`config.mk`:
```
export PLATFORM = sky130hd
export DESIGN_NAME = refclk_loss_detect
export DESIGN_NICKNAME = d
export VERILOG_FILES = /design/src/rtl/refclk_loss_pkg.sv /design/src/rtl/refclk_sampler.sv /design/src/rtl/refclk_timeout.sv /design/src/rtl/refclk_loss_actions.sv /design/src/rtl/refclk_loss_detect.sv
export SDC_FILE = /design/constraint.sdc
export NUM_CORES = 1
export LEC_CHECK = 0
export BUFFER_PORTS_ARGS = -buffer_cell sky130_fd_sc_hd__buf_2
export CORE_MARGIN = 2
export CORE_UTILIZATION = 52
export DETAILED_ROUTE_END_ITERATION = 8
export HOLD_SLACK_MARGIN = 0.03
export PLACE_DENSITY_LB_ADDON = 0.15
export SYNTH_ARGS = -nofsm -noshare
export SYNTH_HDL_FRONTEND = slang
export SYNTH_SLANG_ARGS = --single-unit
export TNS_END_PERCENT = 5
```
`constraint.sdc`:
```
create_clock -name clk -period 2.12 [get_ports clk]
set_clock_uncertainty 0.2 [all_clocks]
set_input_delay 0.424 -clock clk [delete_from_list [all_inputs] [get_ports clk]]
set_output_delay 0.424 -clock clk [all_outputs]
set_load 0.03 [all_outputs]
```
`src/rtl/refclk_loss_pkg.sv`:
```
// Package: shared types for the reference clock loss detector.
// Assumes: single-bit controls and alarms, all in the sampling domain.
package refclk_loss_pkg;

    // Configuration of the downstream functions that the flag acts upon.
    typedef struct packed {
        logic cdr_en;     // clock recovery in use
        logic tx_ja_en;   // jitter attenuator in the transmit path
    } lossdet_cfg_t;

    // Controls and alarms derived from the loss flag.
    typedef struct packed {
        logic cdr_off;
        logic ja_off;
        logic rx_invalid;
        logic tx_clk_loss;
    } lossdet_act_t;

endpackage

```
`src/rtl/refclk_sampler.sv`:
```
// Module: refclk_sampler
// Brings the asynchronous reference level into the sampling domain through
// STAGES flops, then flags every level change with a one-cycle pulse.
// Assumes: the reference toggles more slowly than half the sampling rate,
// and the reset value of every stage is 0.
module refclk_sampler #(
    parameter int STAGES = 2
) (
    input  logic clk,
    input  logic rst_n,
    input  logic ref_in,
    output logic activity_o
);
    logic [STAGES-1:0] stage_q;
    logic              last_q;

    // First flop: capture the raw asynchronous level.
    always_ff @(posedge clk) begin
        if (!rst_n) stage_q[0] <= 1'b0;
        else        stage_q[0] <= ref_in;
    end

    // Remaining flops: one per further stage of settling.
    generate
        for (genvar g = 1; g < STAGES; g++) begin : g_stage
            always_ff @(posedge clk) begin
                if (!rst_n) stage_q[g] <= 1'b0;
                else        stage_q[g] <= stage_q[g-1];
            end
        end
    endgenerate

    // Hold the previous settled level for change detection.
    always_ff @(posedge clk) begin
        if (!rst_n) last_q <= 1'b0;
        else        last_q <= stage_q[STAGES-1];
    end

    // Any difference between the settled level and the held level is activity.
    assign activity_o = stage_q[STAGES-1] ^ last_q;

    // A pulse never lasts two cycles, because the held level catches up.
    AST_PULSE_SINGLE: assert property (@(posedge clk) disable iff (!rst_n)
        activity_o |=> (last_q == $past(stage_q[STAGES-1])));

endmodule

```
`src/rtl/refclk_timeout.sv`:
```
// Module: refclk_timeout
// Counts sampling cycles since the last activity pulse and sets the loss
// flag when the count reaches LIMIT. An activity pulse clears both counter
// and flag on the next edge. The counter saturates at LIMIT.
// Assumes: LIMIT >= 2.
module refclk_timeout #(
    parameter int LIMIT = 796
) (
    input  logic clk,
    input  logic rst_n,
    input  logic activity_i,
    output logic loss_o
);
    localparam int CNT_W = $clog2(LIMIT + 1);
    localparam logic [CNT_W-1:0] CNT_MAX  = CNT_W'(LIMIT);
    localparam logic [CNT_W-1:0] CNT_LAST = CNT_W'(LIMIT - 1);

    logic [CNT_W-1:0] cnt_q;
    logic             flag_q;

    // Idle-time counter: restart on activity, otherwise count up to LIMIT.
    always_ff @(posedge clk) begin
        if (!rst_n)               cnt_q <= '0;
        else if (activity_i)      cnt_q <= '0;
        else if (cnt_q != CNT_MAX) cnt_q <= cnt_q + 1'b1;
    end

    // Loss flag: cleared by activity, set when the counter reaches LIMIT.
    always_ff @(posedge clk) begin
        if (!rst_n)                 flag_q <= 1'b0;
        else if (activity_i)        flag_q <= 1'b0;
        else if (cnt_q == CNT_LAST) flag_q <= 1'b1;
    end

    assign loss_o = flag_q;

    AST_CNT_BOUND: assert property (@(posedge clk) disable iff (!rst_n)
        cnt_q <= CNT_MAX);
    AST_RISE_AT_LIMIT: assert property (@(posedge clk) disable iff (!rst_n)
        $rose(flag_q) |-> ($past(cnt_q) == CNT_LAST));
    AST_CLEAR_ON_ACTIVITY: assert property (@(posedge clk) disable iff (!rst_n)
        activity_i |=> !flag_q);
    AST_RESET_CLEARS: assert property (@(posedge clk)
        !rst_n |=> !flag_q);

endmodule

```
`src/rtl/refclk_loss_actions.sv`:
```
// Module: refclk_loss_actions
// Turns the loss flag into disable controls and gated alarms.
// Assumes: the flag is a registered signal in the sampling domain, so these
// outputs change only after clock edges or configuration changes.
module refclk_loss_actions
    import refclk_loss_pkg::*;
(
    input  logic         loss_i,
    input  lossdet_cfg_t cfg_i,
    output lossdet_act_t act_o
);
    // Disables follow the flag; each alarm is gated by its own enable.
    always_comb begin
        act_o.cdr_off     = loss_i;
        act_o.ja_off      = loss_i;
        act_o.rx_invalid  = loss_i & cfg_i.cdr_en;
        act_o.tx_clk_loss = loss_i & cfg_i.tx_ja_en;
    end

    always_comb begin
        AST_RX_NEEDS_CDR: assert (!act_o.rx_invalid || cfg_i.cdr_en);
    end

endmodule

```
`src/rtl/refclk_loss_detect.sv`:
```
// Module: refclk_loss_detect (top)
// Monitors ref_clk from the free-running clk. Raises loss_o after
// LOSS_CYCLES idle sampling cycles and clears it on the first returning
// transition. It also drives the downstream disables and alarms.
// Assumes: ref_clk is slower than clk/2. Reset is synchronous, active low.
module refclk_loss_detect
    import refclk_loss_pkg::*;
#(
    parameter int SYNC_STAGES = 2,
    parameter int LOSS_CYCLES = 796
) (
    input  logic clk,
    input  logic rst_n,
    input  logic ref_clk,
    input  logic cdr_en,
    input  logic tx_ja_en,
    output logic loss_o,
    output logic cdr_off_o,
    output logic ja_off_o,
    output logic rx_invalid_o,
    output logic tx_clk_loss_o
);
    logic         activity;
    logic         loss;
    lossdet_cfg_t cfg;
    lossdet_act_t act;

    refclk_sampler #(.STAGES(SYNC_STAGES)) u_sampler (
        .clk        (clk),
        .rst_n      (rst_n),
        .ref_in     (ref_clk),
        .activity_o (activity)
    );

    refclk_timeout #(.LIMIT(LOSS_CYCLES)) u_timeout (
        .clk        (clk),
        .rst_n      (rst_n),
        .activity_i (activity),
        .loss_o     (loss)
    );

    // Gather the configuration inputs into one struct.
    always_comb begin
        cfg.cdr_en   = cdr_en;
        cfg.tx_ja_en = tx_ja_en;
    end

    refclk_loss_actions u_actions (
        .loss_i (loss),
        .cfg_i  (cfg),
        .act_o  (act)
    );

    assign loss_o        = loss;
    assign cdr_off_o     = act.cdr_off;
    assign ja_off_o      = act.ja_off;
    assign rx_invalid_o  = act.rx_invalid;
    assign tx_clk_loss_o = act.tx_clk_loss;

    AST_DISABLES_TRACK: assert property (@(posedge clk) disable iff (!rst_n)
        (cdr_off_o == loss_o) && (ja_off_o == loss_o));
    AST_RX_GATE: assert property (@(posedge clk) disable iff (!rst_n)
        rx_invalid_o |-> (loss_o && cdr_en));
    AST_TX_GATE: assert property (@(posedge clk) disable iff (!rst_n)
        tx_clk_loss_o |-> (loss_o && tx_ja_en));

endmodule

```
[Yosys cells after proc, flatten, opt, wreduce, memory -nomap -nowiden]
Index checks and enable logic that the tools add are counted.
Operators by class
  bitwise logic cells: 4
  reduce and logical (&&, ||, !) cells: 1
  add/subtract/negate cells: 1
  eq/ne operators: 2
Operator list (count)
  $add 10x1->10 const B: 1
  $eq 10x10->1 const B: 1
  $ne 10x10->1 const B: 1
  $and 1x1->1: 2
  $reduce_or 2->1: 1
  $not 1->1: 1
  $xor 1x1->1: 1
Storage, ports and cells
  output and inout port bits: 5
  register bits after elaboration: 14
  word-level logic and storage cells: 13
  bits of input ports: 5

[Logic depth before layout (Yosys ltp)]
Gate-level depths: netlist of run 1.
  depth after elaboration: 2
  mapped depth: 5
  gate-level depth less buffers: 5

[Modules after synthesis]
Synthesis of run 1 repeated with hierarchy kept, for this count alone.
Unflattened totals
  cells, all modules: 78
  area, all modules: 700.7 um^2
By module, submodules not included
  refclk_timeout: instances 1, cells an instance 67, area each 584.3 um^2, sequential area each 220.2 um^2
  refclk_sampler: instances 1, cells an instance 7, area each 88.8 um^2, sequential area each 60.1 um^2
  refclk_loss_actions: instances 1, cells an instance 4, area each 27.5 um^2, sequential area each 0.0 um^2

[Least setup slack after synthesis of run 1]
Ideal clock, no wire load.
  kind: register to register
  start: register u_timeout.cnt_q[0]
  end: register u_timeout.cnt_q[5]
  path buffers: 0
  library setup time: 0.072 ns
  clock period less this slack: 1.632 ns
  arrival: 1.360 ns
  required time: 1.848 ns
  cell stages (with the launch flop): 6
  setup slack: 0.488 ns
  cell sequence: dfxtp_1 > inv_1 > ha_1 > and3_1 > a2111o_1 > a21oi_1
Between the ends
  cells in the longest elaborated chain, start to end: 1
  elaborated cells on any way between the ends: 2
  those cells by class: add/sub: 1; eq/ne: 1
RTL lines
  start: declaration: line refclk_timeout.sv:18  | logic [CNT_W-1:0] cnt_q;
  start signal: assignment: line refclk_timeout.sv:25  | else if (cnt_q != CNT_MAX) cnt_q <= cnt_q + 1'b1;
  $add 10x1->10 or $ne 10x10->1 (tied branches): line refclk_timeout.sv:25
Several ways; a longest one is shown, not always the timed one.
A chain may end at the register's enable or synchronous reset.

[Worst setup path in the final report of run 1]
Ends and elaborated chain as after synthesis.

==> out/qor.yml, run 1 <==
status:
  status: "completed"
route:
  drt-total-wl_um: 1210
  drt_iter0_drc: 5
  wl_per_cell_um: 12.2
  drc_errors: 0
  drtAntennaViolNets: 0
  vias: 556
  dr.pass1.iters: 4
  viasPerCell: 5.62
cts:
  htree_levels: 1
  post_cts_resize_count: 0
  cts_tree: "built"
  holdBufCountCts: 0
  clock_tree.root_cell: "clkbuf_4"
  clk_latency_ns: 0.29
  post_cts.repair.setup_buffers: 0
  clkSlewWorstSetupHoldPaths_ns: 0.09
  cts_sinks: 14
  clk_path_buf_depth: 2
  cts_made_buffers: 3
yosys:
  synth.avg_cell_area_um2: 9.27
  syn_inst: 73
  ys_seq_area_share_pct: 41.4
  synth_cell_types: 26
  synth_fp_nets: 80
  netlist_area_um2: 677
  yosys_warnings: 0
  synth-seq-cells: 14
die:
  core-area_um2: 1250
  initial_utilization_pct: 54.0
  boundaryPins: 10
  die_h_um: 40.1
  die_area_um2: 1610
  core.rowCount: 13
  dieWidth_um: 40.1
pwr:
  total_leakage_power_nw: 0.292
  ir_worst_vdd_mv: 0.446
  power_density_nw_per_um2: 662
setup_path:
  crit_family: "compound AO/OA/AOI/OAI gates"
  rr_endpoint: "u_timeout.cnt_q[5]$_SDFFE_PP0P_"
  worstSetupStartpoint: "u_timeout.cnt_q[0]$_SDFFE_PP0P_"
  rr_worst_depth: 5
  required_ns: 2.15
  end_kind: "flop"
  worstPathArrival_ns: 1.77
  cp_num_buf_inv: 1
  r2r_slack_ns: 0.37
  slowest_stage: "dfxtp_1"
  worstPathCellList: "inv_1 > ha_1 > and3_1 > a2111o_1 > a21oi_1"
  startpoint_type: "flop"
  critical_path_depth: 5
  cpPeakStageDelay_ns: 0.44
  worst-setup-path-type: "reg -> reg"
  endpoint: "u_timeout.cnt_q[5]$_SDFFE_PP0P_"
  r2r_start: "u_timeout.cnt_q[0]$_SDFFE_PP0P_"
  cp_max_fo: 5
job:
  maxCapViolations: 0
placement:
  port_buffers: 9
  dpl.hpwl_um: 891
  place_congestion: 0.740
grt:
  first_global_vias: 529
  grt_usage_pct: 19.8
  overflow: 0
  grt_max_degree: 11
  antenna_found_initial: 0
  grt_pass1_wl_um: 2050
min_path:
  min-delay-path-class: "in -> reg"
  worstHoldStart: "ref_clk"
timing:
  min_period_ns: 1.75
  setup_violations: 0
  fmax_ghz: 0.572
  slew_headroom_pct: 76.0
  tightest_slew_ns: 0.359
  rsz0062_at_grt: "no"
  setup_tns_ns: 0
  period_share_pct: 82.5
  slew_violations: 0
  hold_viol: 0
finish:
  syn_to_final_growth_pct: 13.1
  mostFrequentLayoutCells: "dfxtp_1, buf_2, nand3_1, a21oi_1, and2_1"
  finalCoreUtilization_pct: 61.1
  antennaDiodeCount: 0
  drive_gt1_share_pct: 22.6
  nFillCells: 110
  multiInputGateArea_um2: 363
  layout_commonest_cell: "dfxtp_1"
  ff_latch_area_um2: 280
  nNetsFinal: 92
## power by group
| group | internal, W | leakage [nW] | switching, W |
|---|---|---|---|
| sequential | 0.000270 | 0.114 | 0.00000914 |
| combinational | 0.0000136 | 0.157 | 0.0000164 |
| clock | 0.000105 | 0.0210 | 0.0000929 |
| total | 0.000388 | 0.292 | 0.000118 |
## cell families after synthesis
| logic type | count (synthesis) | synth area share, % |
|---|---|---|
| AO/OA/AOI/OAI | 16 | 13.7 |
| adder cells (fa/ha/maj) | 2 | 3.70 |
| buffers and inverters | 7 | 4.99 |
| AND/OR/NAND/NOR | 30 | 30.5 |
| XOR/XNOR | 1 | 1.29 |
| multiplexers | 3 | 4.44 |
| flip-flops | 14 | 41.4 |
## layer usage
layer | track usage (%) | vias up | wire length [um]
met5 | 0 | - | 0
met4 | 12.9 | 0 | 34
met3 | 5.00 | 5 | 62
met2 | 34.3 | 15 | 526
met1 | 20.9 | 248 | 582
li1 | - | 288 | -
## synthesized netlist by cell type (all sizes together)
library cell | count | area share, %
a2111o | 1 | 1.7
a21oi | 7 | 5.2
a31oi | 3 | 2.8
and2 | 5 | 4.6
and3 | 1 | 0.92
and4 | 1 | 1.5
and4b | 1 | 1.7
buf | 2 | 2.2
clkbuf | 1 | 0.55
dfxtp | 14 | 41
ha | 2 | 3.7
inv | 4 | 2.2
mux2i | 3 | 4.4
nand2 | 3 | 1.7
nand3 | 8 | 5.9
nand4 | 2 | 4.1
nor2 | 2 | 1.1
nor3 | 2 | 1.5
nor4b | 1 | 3.5
o21ai | 4 | 3.0
o31ai | 1 | 1.1
or3 | 3 | 3.0
or4 | 1 | 1.1
xnor2 | 1 | 1.3
## metrics by stage
step | area (um^2) | total power, W | hold WS, ns | cells | setup slack, ns
global route | 766 | 0.000526 | 0.132 | 99 | 0.258
floorplan | 677 | 0.000303 | 0.212 | 73 | 0.488
global placement | 729 | 0.000314 | 0.230 | 95 | 0.451
detailed placement | 729 | 0.000316 | 0.229 | 95 | 0.382
finish | 766 | 0.000507 | 0.138 | 99 | 0.371
CTS | 766 | 0.000513 | 0.131 | 99 | 0.376
## worst min-delay path by stage
stage	slack, ns	end	cells after the start
CTS	0.13	u_sampler.stage_q[0]$_SDFF_PN0_	2
finish	0.14	u_sampler.stage_q[0]$_SDFF_PN0_	2
global placement	0.23	u_sampler.stage_q[1]$_SDFF_PN0_	1
floorplan	0.21	u_sampler.stage_q[1]$_SDFF_PN0_	1
detailed placement	0.23	u_sampler.stage_q[1]$_SDFF_PN0_	1
global route	0.13	u_sampler.stage_q[0]$_SDFF_PN0_	2
## state kept, by name, summed over array words and instances (netlist names)
name               flops
u_timeout.cnt_q       10
u_timeout.loss_o       1
u_sampler.stage_q      2
u_sampler.last_q       1
## cell type report
cell class,count,share of cell area (%)
inverters,4,1.96
well taps,15,2.45
repair buffers,10,6.86
flip-flops and latches,14,36.6
multi-input cells,52,47.4
clock buffers,4,4.74
(Power assumes the default switching activity.)
==> inputs of run 2 (changes only) <==
==> constraint.sdc (replaced) <==
create_clock -name clk -period 1.83 [get_ports clk]
set_clock_uncertainty 0.2 [all_clocks]
set_input_delay 0.366 -clock clk [delete_from_list [all_inputs] [get_ports clk]]
set_output_delay 0.366 -clock clk [all_outputs]
set_load 0.03 [all_outputs]
==> run 2 against run 1 <==
Net effect: die area is the same; core utilization is 1.2 points higher; non-clock buffer count rose by 2; sequential share of layout area decreased by 0.70 points; fmax rose by 5.0%; count of clock-buffer cells in the layout is the same; global-route usage fell by 0.81 points; clock power increased by 11%; critical path type unchanged; largest cell class unchanged.
==> out/qor.yml, run 2 (synthesis results as in run 1) <==
timing:
  setup_tns_ns: 0
  tightest_slew_ns: 0.277
  slew_headroom_pct: 81.5
  period_share_pct: 91.1
  setup_violations: 0
  hold_viol: 0
  rsz0062_at_grt: "no"
  min_period_ns: 1.67
  fmax_ghz: 0.600
  slew_violations: 0
die:
  boundaryPins: 10
  dieWidth_um: 40.1
  core.rowCount: 13
  initial_utilization_pct: 54.0
  core-area_um2: 1250
  die_area_um2: 1610
  die_h_um: 40.1
grt:
  grt_max_degree: 11
  overflow: 0
  grtUsageMet2_pct: 31.0
  first_global_vias: 481
  grt_busiest_layer: "met2"
  antenna_found_initial: 0
  grtUsageMet3_pct: 3.33
  grt_pass1_wl_um: 1960
  use_met1_pct: 21.2
  grt_usage_pct: 19.0
setup_path:
  worst-setup-path-type: "reg -> reg"
  crit_family: "compound AO/OA/AOI/OAI gates"
  required_ns: 1.85
  end_kind: "flop"
  cp_num_buf_inv: 1
  startpoint_type: "flop"
  cp_max_fo: 5
  slowest_stage: "dfxtp_1"
  cpPeakStageDelay_ns: 0.43
  worstPathCellList: "inv_1 > ha_1 > and3_1 > a2111o_1 > a21oi_1"
  worstPathArrival_ns: 1.68
  r2r_slack_ns: 0.16
finish:
  mostFrequentLayoutCells: "dfxtp_1, buf_2, nand3_1, a21oi_1, and2_1"
  drive_gt1_share_pct: 24.4
  layout_commonest_cell: "dfxtp_1"
  largestRegisters: "u_timeout.cnt_q: 10 flops, u_sampler.stage_q: 2 flops"
  syn_to_final_growth_pct: 15.3
  regMostFlops: "u_timeout.cnt_q"
  nNetsFinal: 94
  antennaDiodeCount: 0
  instances_no_fill: 101
  largest_reg_flops: 10
route:
  drc_errors: 0
  drtAntennaViolNets: 0
  drt_iter0_drc: 2
  wl_per_cell_um: 11.8
  vias: 554
  drt-total-wl_um: 1200
  dr.pass1.iters: 4
  viasPerCell: 5.49
pwr:
  p_total_w: 0.000578
  p_clk_share_pct: 38.0
  total_leakage_power_nw: 0.303
  power_switching_w: 0.000127
  power.internal_w: 0.000451
  swShare_pct: 22.0
  ir_worst_vdd_mv: 0.412
  seqPwrFrac_pct: 55.3
  comb_power_share_pct: 6.7
  power_density_nw_per_um2: 741
placement:
  dpl.hpwl_um: 875
  place_congestion: 0.704
  place_inst: 97
  port_buffers: 9
cts:
  post_cts.repair.setup_buffers: 0
  cts_tree: "built"
  clock_tree.root_cell: "clkbuf_4"
  htree_levels: 1
  holdBufCountCts: 0
  cts_sinks: 14
  clk_latency_ns: 0.28
  cts_made_buffers: 3
  post_cts_resize_count: 0
  clkSlewWorstSetupHoldPaths_ns: 0.09
  clk_path_buf_depth: 2
min_path:
  min-delay-path-class: "in -> reg"
job:
  maxCapViolations: 0
status:
  status: "completed"
run 2: cell types whose count changed in the layout (fill, tap and decap cells not counted):
cell | previous run | this run
buf_4 | 1 | 3
run 2: worst register-to-register path, delay by kind of cell (launching register included):
| family | cells | cell delay [ns] |
|---|---|---|
| AO/OA/AOI/OAI | 2 | 0.52 |
| flip-flops | 1 | 0.43 |
| AND/OR/NAND/NOR | 1 | 0.22 |
| adder cells (fa/ha/maj) | 1 | 0.17 |
| buffers and inverters | 1 | 0.07 |
run 2: cell type report:
| class | instances | area [um^2] |
|---|---|---|
| flip-flops and latches | 14 | 280 |
| inverters | 4 | 15.0 |
| clock buffers | 4 | 36.3 |
| repair buffers | 12 | 67.6 |
| multi-input cells | 52 | 363 |
| fillers | 113 | 472 |
| well taps | 15 | 18.8 |
run 2: stage by stage:
stage	worst slack, ns	hold WS [ns]	area (um^2)	util [%]
floorplan	0.198	0.212	677	-
global placement	0.197	0.213	744	59.4
detailed placement	0.167	0.222	744	59.4
CTS	0.150	0.0821	781	62.3
global route	0.0796	0.0931	781	62.3
finish	0.163	0.0956	781	62.3
run 2: worst paths after layout:
check / endpoint / from / cells past startpoint
min: u_sampler.stage_q[0]$_SDFF_PN0_ / ref_clk / 2
max reg2reg: u_timeout.cnt_q[5]$_SDFFE_PP0P_ / u_timeout.cnt_q[1]$_SDFFE_PP0P_ / 5
max: u_timeout.cnt_q[5]$_SDFFE_PP0P_ / u_timeout.cnt_q[1]$_SDFFE_PP0P_ / 5
min reg2reg: u_sampler.stage_q[1]$_SDFF_PN0_ / u_sampler.stage_q[0]$_SDFF_PN0_ / 1
run 2: power groups by stage:
stage                     registers, W  logic (W)  clock network [W]
after floorplan               0.000328  0.0000233                  0
after global placement        0.000327  0.0000387                  0
after detailed placement      0.000327  0.0000388                  0
after CTS                     0.000320  0.0000391           0.000231
after global routing          0.000322  0.0000448           0.000241
final                         0.000320  0.0000386           0.000220
run 2: metal layers:
metal / wire length (um) / up-vias
met2: 550 / 10
met4: 12 / 0
li1: - / 295
met1: 586 / 247
met3: 45 / 2
met5: 0 / -
==> inputs of run 3 (changes only) <==
--- a/config.mk
+++ b/config.mk
@@ -5,9 +5,10 @@
 export SDC_FILE = /design/constraint.sdc
 export NUM_CORES = 1
 export LEC_CHECK = 0
+export ABC_AREA = 1
 export BUFFER_PORTS_ARGS = -buffer_cell sky130_fd_sc_hd__buf_2
 export CORE_MARGIN = 2
-export CORE_UTILIZATION = 52
+export CORE_UTILIZATION = 53
 export DETAILED_ROUTE_END_ITERATION = 8
 export HOLD_SLACK_MARGIN = 0.03
 export PLACE_DENSITY_LB_ADDON = 0.15
==> run 3 against run 2 <==
Net effect: count of clock-buffer cells in the layout did not move; sequential share of layout area fell by 1.2 points; routed wire length rose by 1.3%; largest power group unchanged; register-to-register slack improved by 0.12 ns; clock power barely moved; flip-flop and latch count did not move; cell count rose by 35%; sequential power barely moved; largest cell class unchanged; core utilization rose by 0.47 points.
==> out/qor.yml, run 3 <==
setup_path:
  end_kind: "flop"
  required_ns: 1.79
  cp_num_buf_inv: 0
  cp_max_fo: 6
  worst-setup-path-type: "reg -> reg"
  startpoint_type: "flop"
  worstPathArrival_ns: 1.51
  worstPathCellList: "ha_1 > nand3_1 > nor2_1 > xor2_1 > nor2_1"
  crit_family: "flip-flops"
  cpPeakStageDelay_ns: 0.42
  path_common_cell: "nor2_1"
  slowest_stage: "dfxtp_1"
grt:
  antenna_found_initial: 0
  first_global_vias: 475
  overflow: 0
  grt_pass1_wl_um: 1820
  grt_usage_pct: 16.9
  grt_max_degree: 10
finish:
  syn_to_final_growth_pct: 11.8
  largestRegisters: "u_timeout.cnt_q: 10 flops, u_sampler.stage_q: 2 flops"
  antennaDiodeCount: 0
  instances_no_fill: 136
  largest_reg_flops: 10
  regMostFlops: "u_timeout.cnt_q"
  layout_commonest_cell: "nand2_1"
  mostFrequentLayoutCells: "nand2_1, inv_1, nor2_1, dfxtp_1, buf_2"
  drive_gt1_share_pct: 11.6
  nNetsFinal: 129
cts:
  post_cts.repair.setup_buffers: 0
  clock_tree.root_cell: "clkbuf_4"
  cts_tree: "built"
  clkSlewWorstSetupHoldPaths_ns: 0.08
  cts_made_buffers: 3
  clk_latency_ns: 0.27
  holdBufCountCts: 0
  clk_path_buf_depth: 2
  post_cts_resize_count: 0
  htree_levels: 1
  cts_sinks: 14
yosys:
  synth-seq-cells: 14
  synth_common_cells: "nand2_1, inv_1, nor2_1, dfxtp_1, a21oi_1"
  synth_cell_types: 16
  yosysMostFrequentCell: "nand2_1"
  synth_edf_count: 0
  synth-async-reset-ratio_pct: 0
  synth_fp_nets: 117
  yosys_warnings: 0
  synth_area_leaders: "dfxtp_1, nand2_1, inv_1, nor2_1, a21oi_1"
  syn_inst: 110
  ys_seq_area_share_pct: 38.8
  synth_flop_cell: "dfxtp_1"
  synth_top_area_cell: "dfxtp_1"
  yosysTopAreaCellShare_pct: 38.8
  netlist_area_um2: 722
  synth.avg_cell_area_um2: 6.56
die:
  core.rowCount: 13
  initial_utilization_pct: 56.2
  core-area_um2: 1280
  dieWidth_um: 40.9
  die_area_um2: 1670
  boundaryPins: 10
  die_h_um: 40.9
route:
  drtAntennaViolNets: 0
  drt-total-wl_um: 1210
  viasPerCell: 4.68
  wl_per_cell_um: 8.90
  dr.pass1.iters: 4
  vias: 637
  drc_errors: 0
  drt_iter0_drc: 16
pwr:
  seqPwrFrac_pct: 55.8
  power_switching_w: 0.000126
  swShare_pct: 21.9
  p_clk_share_pct: 37.9
  ir_worst_vdd_mv: 0.467
  total_leakage_power_nw: 0.416
  power.internal_w: 0.000449
  comb_power_share_pct: 6.3
  power_density_nw_per_um2: 711
placement:
  port_buffers: 9
  place_inst: 132
  dp_slack_ns: 0.265
  place_congestion: 0.747
  dpl.hpwl_um: 970
timing:
  rsz0062_at_grt: "no"
  hold_viol: 0
  setup_tns_ns: 0
  setup_violations: 0
  worst_slack_ns: 0.286
  min_period_ns: 1.54
  slew_violations: 0
  slew_headroom_pct: 79.8
  period_share_pct: 84.4
  fmax_ghz: 0.648
  tightest_slew_ns: 0.303
status:
  status: "completed"
job:
  maxCapViolations: 0
min_path:
  min-delay-path-class: "in -> reg"
==> run 3: cell types whose count changed after synthesis, sizes merged, moves of 2 or more <==
cell | previous run | this run
mux2i | 3 | 0
nand3 | 8 | 4
nor3 | 2 | 0
nand2 | 3 | 31
and2 | 5 | 1
a31oi | 3 | 1
nand3b | 0 | 4
or3 | 3 | 0
o21ai | 4 | 1
nor2 | 2 | 18
inv | 4 | 22
==> run 3: area by class of cell <==
cell class	instances	area, um^2
Multi-Input combinational cell	72	344
Timing Repair Buffer	9	45.0
Inverter	22	82.6
Clock buffer	4	36.3
Fill cell	118	478
Tap cell	15	18.8
Sequential cell	14	280
==> run 3: stage by stage <==
stage / utilization [%] / hold WS [ns] / area [um^2] / power [W]
global route: 62.8 / 0.0629 / 807 / 0.000597
detailed placement: 60.0 / 0.217 / 771 / 0.000364
floorplan: - / 0.190 / 722 / 0.000352
CTS: 62.8 / 0.0644 / 807 / 0.000580
finish: 62.8 / 0.0722 / 807 / 0.000574
global placement: 60.0 / 0.210 / 771 / 0.000363
==> run 3: power by group through the flow <==
stage          clock, W  combinational, W  sequential, W
4_1_cts        0.000223         0.0000369       0.000321
6_report       0.000218         0.0000360       0.000320
2_1_floorplan         0         0.0000260       0.000326
3_5_place_dp          0         0.0000365       0.000328
5_1_grt        0.000232         0.0000424       0.000322
3_3_place_gp          0         0.0000359       0.000327
==> run 3: final timing paths <==
check,from,cells after the start,end,slack [ns]
worst max register to register,u_timeout.cnt_q[0]$_SDFFE_PP0P_,5,u_timeout.cnt_q[6]$_SDFFE_PP0P_,0.29
worst min register to register,u_sampler.stage_q[0]$_SDFF_PN0_,2,u_sampler.stage_q[1]$_SDFF_PN0_,0.23
worst min-delay path,ref_clk,3,u_sampler.stage_q[0]$_SDFF_PN0_,0.07
worst max-delay path,u_timeout.cnt_q[0]$_SDFFE_PP0P_,5,u_timeout.cnt_q[6]$_SDFFE_PP0P_,0.29
==> run 3: logic make-up (layout without fill, tap and decap cells) <==
logic type               after synthesis  in the layout  synth area share, %
AO/OA/AOI/OAI                          8              8                 5.72
XOR/XNOR                               2              2                 2.43
adder cells (fa/ha/maj)                2              2                 3.47
buffers and inverters                 24             35                 13.5
flip-flops                            14             14                 38.8
AND/OR/NAND/NOR                       60             60                 36.0
==> run 3: per-layer routing <==
| metal | routed length, um | global-route usage, % | up-vias | share of wire [%] |
|---|---|---|---|---|
| met1 | 579 | 21.1 | 258 | 48 |
| li1 | - | - | 354 | - |
| met3 | 73 | 4.89 | 2 | 6.0 |
| met4 | 12 | 10.0 | 0 | 0.99 |
| met5 | 0 | 0 | - | 0 |
| met2 | 545 | 25.4 | 23 | 45 |
==> run 3: worst min-delay path, stage by stage <==
cell and delay [ns]:
buf_2 0.07, nand2_1 0.04, inv_1 0.04
